$ cat config.mk
export PLATFORM = sky130hd
export DESIGN_NAME = fpflag_reg
export DESIGN_NICKNAME = d
export VERILOG_FILES = /design/src/rtl/fpflag_pkg.sv /design/src/rtl/fpflag_exc_map.sv /design/src/rtl/fpflag_upd_decode.sv /design/src/rtl/fpflag_store.sv /design/src/rtl/fpflag_reg.sv
export SDC_FILE = /design/constraint.sdc
export NUM_CORES = 1
export LEC_CHECK = 0
export BUFFER_PORTS_ARGS = -buffer_cell sky130_fd_sc_hd__buf_2
export CORE_AREA = 2 2 39 41
export CTS_BUF_LIST = sky130_fd_sc_hd__clkbuf_8
export DETAILED_ROUTE_END_ITERATION = 12
export DIE_AREA = 0 0 41 43
export GPL_TIMING_DRIVEN = 0
export HOLD_SLACK_MARGIN = 0.05
export PLACE_DENSITY = 0.63
export SETUP_SLACK_MARGIN = 0.5
export SLEW_MARGIN = 25
export SYNTH_ARGS = -nofsm -noshare
export SYNTH_HDL_FRONTEND = slang
export SYNTH_SLANG_ARGS = --single-unit
$ cat constraint.sdc
create_clock -name clk -period 1.38 [get_ports clk]
set_input_delay 0.207 -clock clk [delete_from_list [all_inputs] [get_ports clk]]
set_output_delay 0.207 -clock clk [all_outputs]
set_load 0.01 [all_outputs]
$ cat src/rtl/fpflag_pkg.sv
package fpflag_pkg;

    // Flag vector, index order matches the operand bit pairing:
    // index i pairs with value bit VAL_LSB+i and mask bit MASK_LSB+i.
    localparam int NFLAG    = 6;
    localparam int UPD_W    = 16;
    localparam int VAL_LSB  = 2;
    localparam int MASK_LSB = 10;

    localparam int IDX_FX = 0;
    localparam int IDX_FU = 1;
    localparam int IDX_FZ = 2;
    localparam int IDX_FV = 3;
    localparam int IDX_FI = 4;
    localparam int IDX_FS = 5;

    typedef logic [NFLAG-1:0] flagvec_t;

    typedef struct packed {
        logic invalid;
        logic overflow;
        logic underflow;
        logic divzero;
        logic inexact;
        logic out_denorm;
        logic in_denorm;
    } exc_t;

    typedef enum logic [1:0] {
        SRC_HOLD = 2'd0,
        SRC_OP   = 2'd1,
        SRC_SW   = 2'd2
    } src_e;

endpackage

$ cat src/rtl/fpflag_exc_map.sv
module fpflag_exc_map
    import fpflag_pkg::*;
(
    input  exc_t     exc,
    output flagvec_t raise
);
    logic any_exc;
    logic unused_in_denorm;

    assign unused_in_denorm = exc.in_denorm;

    always_comb begin
        raise          = '0;
        raise[IDX_FI]  = exc.invalid;
        raise[IDX_FV]  = exc.overflow;
        raise[IDX_FZ]  = exc.divzero;
        raise[IDX_FU]  = exc.underflow | exc.out_denorm;
        raise[IDX_FX]  = exc.inexact   | exc.out_denorm;
        any_exc        = |raise[IDX_FI:IDX_FX];
        raise[IDX_FS]  = any_exc;
    end
endmodule

$ cat src/rtl/fpflag_upd_decode.sv
module fpflag_upd_decode
    import fpflag_pkg::*;
(
    input  logic [UPD_W-1:0] operand,
    input  flagvec_t         cur,
    output flagvec_t         load
);
    logic unused_bits;
    assign unused_bits = ^{operand[VAL_LSB-1:0], operand[MASK_LSB-1:VAL_LSB+NFLAG]};

    for (genvar i = 0; i < NFLAG; i++) begin : g_pair
        if (i == IDX_FX) begin : g_keep
            assign load[i] = operand[MASK_LSB+i] ? operand[VAL_LSB+i] : cur[i];
        end else begin : g_and
            assign load[i] = operand[VAL_LSB+i] & operand[MASK_LSB+i];
        end
    end
endmodule

$ cat src/rtl/fpflag_store.sv
module fpflag_store
    import fpflag_pkg::*;
(
    input  logic     clk,
    input  logic     rst,
    input  logic     op_done,
    input  logic     upd_en,
    input  flagvec_t raise,
    input  flagvec_t load,
    output flagvec_t flags
);
    src_e     src;
    flagvec_t nxt;
    flagvec_t sticky_mask;

    assign sticky_mask = ~(flagvec_t'(1) << IDX_FS);

    always_comb begin
        if (upd_en)       src = SRC_SW;
        else if (op_done) src = SRC_OP;
        else              src = SRC_HOLD;
    end

    always_comb begin
        unique case (src)
            SRC_SW:   nxt = load;
            SRC_OP:   nxt = ((flags | raise) & sticky_mask) | (raise & ~sticky_mask);
            SRC_HOLD: nxt = flags;
            default:  nxt = flags;
        endcase
    end

    always_ff @(posedge clk) begin
        if (rst) flags <= '0;
        else     flags <= nxt;
    end
endmodule

$ cat src/rtl/fpflag_reg.sv
module fpflag_reg
    import fpflag_pkg::*;
(
    input  logic        clk,
    input  logic        rst,
    input  logic        op_done,
    input  logic        exc_invalid,
    input  logic        exc_overflow,
    input  logic        exc_underflow,
    input  logic        exc_divzero,
    input  logic        exc_inexact,
    input  logic        exc_out_denorm,
    input  logic        exc_in_denorm,
    input  logic        upd_en,
    input  logic [15:0] upd_operand,
    output logic        flag_summary,
    output logic        flag_invalid,
    output logic        flag_overflow,
    output logic        flag_divzero,
    output logic        flag_underflow,
    output logic        flag_inexact
);
    exc_t     exc;
    flagvec_t raise;
    flagvec_t load;
    flagvec_t flags;

    assign exc = '{invalid:    exc_invalid,
                   overflow:   exc_overflow,
                   underflow:  exc_underflow,
                   divzero:    exc_divzero,
                   inexact:    exc_inexact,
                   out_denorm: exc_out_denorm,
                   in_denorm:  exc_in_denorm};

    fpflag_exc_map u_map (
        .exc   (exc),
        .raise (raise)
    );

    fpflag_upd_decode u_dec (
        .operand (upd_operand),
        .cur     (flags),
        .load    (load)
    );

    fpflag_store u_store (
        .clk     (clk),
        .rst     (rst),
        .op_done (op_done),
        .upd_en  (upd_en),
        .raise   (raise),
        .load    (load),
        .flags   (flags)
    );

    assign flag_summary   = flags[IDX_FS];
    assign flag_invalid   = flags[IDX_FI];
    assign flag_overflow  = flags[IDX_FV];
    assign flag_divzero   = flags[IDX_FZ];
    assign flag_underflow = flags[IDX_FU];
    assign flag_inexact   = flags[IDX_FX];

    logic op_only;
    assign op_only = op_done && !upd_en;

    AST_RESET_CLEARS: assert property (@(posedge clk)
        rst |=> (flags == '0));

    AST_INVALID_SETS: assert property (@(posedge clk) disable iff (rst)
        (op_only && exc_invalid) |=> flag_invalid);

    AST_OD_SETS_FU: assert property (@(posedge clk) disable iff (rst)
        (op_only && exc_out_denorm) |=> flag_underflow);

    AST_OD_SETS_FX: assert property (@(posedge clk) disable iff (rst)
        (op_only && exc_out_denorm) |=> flag_inexact);

    AST_INDENORM_QUIET: assert property (@(posedge clk) disable iff (rst)
        (op_only && exc_in_denorm && !exc_invalid && !exc_overflow && !exc_underflow
         && !exc_divzero && !exc_inexact && !exc_out_denorm) |=> !flag_summary);

    AST_STICKY_KEEP: assert property (@(posedge clk) disable iff (rst)
        op_only |=> ((flag_invalid || !$past(flag_invalid)) && (flag_overflow || !$past(flag_overflow))
                     && (flag_divzero || !$past(flag_divzero)) && (flag_underflow || !$past(flag_underflow))
                     && (flag_inexact || !$past(flag_inexact))));

    AST_IDLE_STABLE: assert property (@(posedge clk) disable iff (rst)
        (!op_done && !upd_en) |=> $stable(flags));

    AST_MASK_CLEARS_FS: assert property (@(posedge clk) disable iff (rst)
        (upd_en && !upd_operand[15]) |=> !flag_summary);

    AST_FX_MASK_KEEP: assert property (@(posedge clk) disable iff (rst)
        (upd_en && !upd_operand[10]) |=> $stable(flag_inexact));

    AST_UPD_WINS: assert property (@(posedge clk) disable iff (rst)
        (upd_en && op_done && !upd_operand[14]) |=> !flag_invalid);
endmodule

* Word-level counts from Yosys, hierarchy flattened *
Index checks and enable logic that the tools add are counted.

cells by class
  bitwise gates (word level) = 9
  eq/ne operators = 3
  reductions and logical operators = 3
  muxes and demuxes = 4

operators by type and width
  operator                                                                count
  6-bit case mux with 2 select lines                                      1
  5-bit by 6-bit bitwise OR with 6-bit output                             1
  1-bit AND                                                               5
  5-bit bitwise OR                                                        1
  5-bit OR reduction                                                      1
  2-bit by 1-bit equality test with 1-bit output (second input constant)  1
  2-bit equality test (second input constant)                             1
  1-bit two-way mux                                                       2
  2-bit two-way mux                                                       1
  2-bit != test (second input constant)                                   1
  1-bit bitwise OR                                                        2
  2-bit AND reduction                                                     1
  2-bit nonzero test                                                      1

storage, ports and cells
  input bits = 27
  register bits after elaboration = 6
  word-level logic and storage cells = 21
  output and inout bits = 6

* Logic depth before layout (Yosys ltp) *
  depth in word-level cells = 5
  gate-level depth with buffers = 3

* Hierarchy *
Synthesis repeated with hierarchy kept, for this count alone.

unflattened totals
  cell total of the unflattened synthesis = 40
  area total of the unflattened synthesis = 352.8 um^2

modules (own cells, without submodules)
  module             instances  area an instance (um^2)  cells each
  fpflag_store       1          251.5                    26
  fpflag_exc_map     1          55.1                     8
  fpflag_upd_decode  1          46.3                     6

* Worst setup path after synthesis *
Ideal clock, no wire load.

  kind = input port to flip-flop
  from = in exc_overflow
  to = reg u_store.flags[5]
  buffers on the path = 0
  library setup time = 132 ps
  stages = 3
  path slack = 312 ps
  data required time = 1248 ps
  data arrival time = 936 ps
  path through = or4_1 > nor4_1 > a2111oi_0

on the way
  longest elaborated chain between the ends = 3

RTL lines
  element                                      RTL line              text
  start, declared                              fpflag_reg.sv:8       input logic exc_overflow,
  5-bit OR reduction                           fpflag_exc_map.sv:19  any_exc = |raise[IDX_FI:IDX_FX];
  5-bit by 6-bit bitwise OR with 6-bit output  fpflag_store.sv:27    SRC_OP: nxt = ((flags | raise) & sticky_mask) | (raise & ~sticky_mask);
  6-bit case mux with 2 select lines           fpflag_store.sv:25    unique case (src)
  end signal, assigned                         fpflag_store.sv:35    else flags <= nxt;
  end, declared                                fpflag_store.sv:10    output flagvec_t flags

No other way between the ends.
A chain may end at the register's enable or synchronous reset.

* Worst setup path after layout *
Same ends and word-level chain as after synthesis.

==> reports/results.txt <==
worst-case reg-to-reg path depth - 2
Internal - 434.8 uW
met2 wire length - 380 microns
Antenna Cells - 0
clock share of power - 46.5%
crit path time final - 0.9598 ns
CTS sink cnt - 6
Seq pwr share - 35.7%
RR Endpoint - u_store.flags[5]
Die W - 41 microns
fmax - 1042 MHz
min-delay worst type - in2reg
R2R setup slack - 0.64 ns
status - completed
ys flop type - dfxtp_1
critical path launch point type - primary input
All-Layer GR Usage - 11.26%
total die area - 0.001763 sq mm
Clock Latency Late Sink - 0.22 ns
period utilization - 69.55%
critical path cell sequence - buf_2, or4_4, nor4_2, a2111oi_0
Final nets - 91
fin cells - 78
syn avg cell area - 8.446 sq um
largest net degree at the start of global routing - 11
final hold viol count - 0
max incr delay on CP - 0.52 ns
Core ar. - 0.001384 sq mm
endpoints failing setup - 0
vias in the first global route - 336
start point of the worst min-delay path - rst
CP arrival - 1.05 ns
combinational fraction of design power - 17.8%
Leak - 0.0002383 uW
met3 wire len - 106 microns
fillcell total - 148
initial antenna violation count - 0
routed wire length - 798 microns
Met1 Wirelength - 310 microns
max-capacitance violation count - 0
CTS tree - done
Peak VDD IR - 912.7 uV
final clock skew - 0 ns
first-pass GRT wire length - 1283 microns
via count - 341
I/O pin count - 33
GP Congestion - 0.6905
register area share after synthesis - 44.44%
final global-route overflow total - 0
Mapped Nets - 59
kind of critical path - in2reg
worst rel slew slack - 78.32%
1st-iter DRT viols - 5
DRC errors left - 0
Port Buffer Count - 27
Netlist cell types - 16
Worst Hold Margin - 0.2308 ns
Layout area overhead - 90.28%
die height - 43 microns
YS warnings - 0
Crit path required time - 1.47 ns
Synth area leader - dfxtp_1
number of flip-flops under the largest register name - 6
RSZ-0062 raised after global routing - yes
post-route ant nets - 0
Synth top area share - 44.44%
Biggest register - u_store.flags
Hold EP - u_store.flags[2]
final-report max-slew violation count - 0
row count - 14
drt first pass iters - 2
Net Sw Frac - 21.91%
clk buf depth - 2
CTS buffer count - 3
layout cells sized above 1 - 61.29%
Seq cells post-synth - 6
Pwr Density - 1083 mW/mm^2
Synth area leaders - dfxtp_1, a211oi_1, nand2_1
Worst path slowest cell - or4_4
initial core utilization - 19.53%
Cell Area, Synth - 270.3 sq um
vias per inst - 4.372
H-Tree Depth - 1
Crit. End Element - register
worst-margin pin slew - 0.3169 ns
Net Switching - 122.0 uW
Power Total - 556.8 uW
Synth top cells by count - a211oi_1, dfxtp_1, nand2_1
DP HPWL - 630.4 microns
Highest Signal Layer - met3
Reg clk slew, reported paths - 0.04 ns
EDFF count, synth - 0
Critical Path Fanout Max - 2
Final TNS setup - 0 ns
placed instance count - 75
Layout Utilization - 37.16%
Wirelength per Cell - 10.23 microns
Cells on Worst Hold Path - 2
r2r startpoint - u_store.flags[5]
root buf cell - clkbuf_8
ys async rst share - 0%
Gate Count Post-Synth - 32
biggest regs - u_store.flags: 6 flops
==> worst max path at each step <==
| stage | start | endpoint | depth (start not counted) |
|---|---|---|---|
| 2_1_floorplan | exc_overflow | u_store.flags[5] | 3 |
| 3_3_place_gp | exc_overflow | u_store.flags[5] | 4 |
| 3_5_place_dp | exc_overflow | u_store.flags[5] | 4 |
| 4_1_cts | exc_overflow | u_store.flags[5] | 4 |
| 5_1_grt | exc_overflow | u_store.flags[5] | 4 |
| 6_report | exc_overflow | u_store.flags[5] | 4 |
==> power by group through the flow <==
stage | sequential [uW] | clock [uW] | combinational (uW)
6_report | 199 | 259 | 99.4
2_1_floorplan | 203 | 0 | 26.8
3_3_place_gp | 196 | 0 | 85.1
4_1_cts | 196 | 270 | 86.4
5_1_grt | 200 | 283 | 111
3_5_place_dp | 197 | 0 | 85.9
==> routing by layer <==
layer  track usage (%)  vias up
li1                  -      183
met1             10.97      140
met2             16.56       18
met3             9.948        0
met4             4.000        0
met5                 0        -
==> cells by family after synthesis <==
family / synth area share (%)
and+or+nand+nor: 21.30
DFF: 44.45
buffers and inverters: 3.238
AOI/OAI and AO/OA: 31.02
==> area by class of cell <==
| type | count | area (sq um) | share of cell area (%) |
|---|---|---|---|
| Buffer | 1 | 5.005 | 0.9732 |
| Inverter | 1 | 3.754 | 0.7299 |
| Timing Repair Buffer | 27 | 166.4 | 32.36 |
| Clock buffer | 3 | 41.29 | 8.029 |
| Tap cell | 16 | 20.02 | 3.893 |
| Multi-Input combinational cell | 24 | 151.4 | 29.44 |
| Sequential cell | 6 | 126.4 | 24.57 |
==> layout by cell type, fill, tap and decap left out <==
cell type,count
inv_1,1
nand2_1,5
a31oi_1,1
buf_2,23
nor4_2,1
o21ai_0,2
a21oi_1,1
clkbuf_8,3
a2111oi_0,1
a221oi_1,1
or4_4,1
nor2_1,2
nand2b_1,1
nor3_1,1
a211oi_1,6
dfxtp_2,5
and2_1,1
buf_6,5
dfxtp_1,1
==> what timing repair did <==
item,4_1_cts,5_1_grt
pin swaps,0,1
setup buffers,0,0
resized for setup,5,7
hold buffers,0,0
setup endpoints to repair,7,7
==> worst max-delay path, delay by kind of cell <==
family                 cells  cell delay, ns
AND/OR/NAND/NOR            2            0.65
AO/OA/AOI/OAI              1            0.09
buffers and inverters      1            0.11
==> per-stage QoR <==
stage | setup WS, ns | area (sq um)
final | 0.4202 | 514.2
after global routing | 0.4076 | 514.2
after CTS | 0.3861 | 473.0
after detailed placement | 0.1510 | 425.4
after global placement | 0.1584 | 425.4
after floorplan | 0.3121 | 270.3
Note: power is estimated with default switching activity, not from simulation.
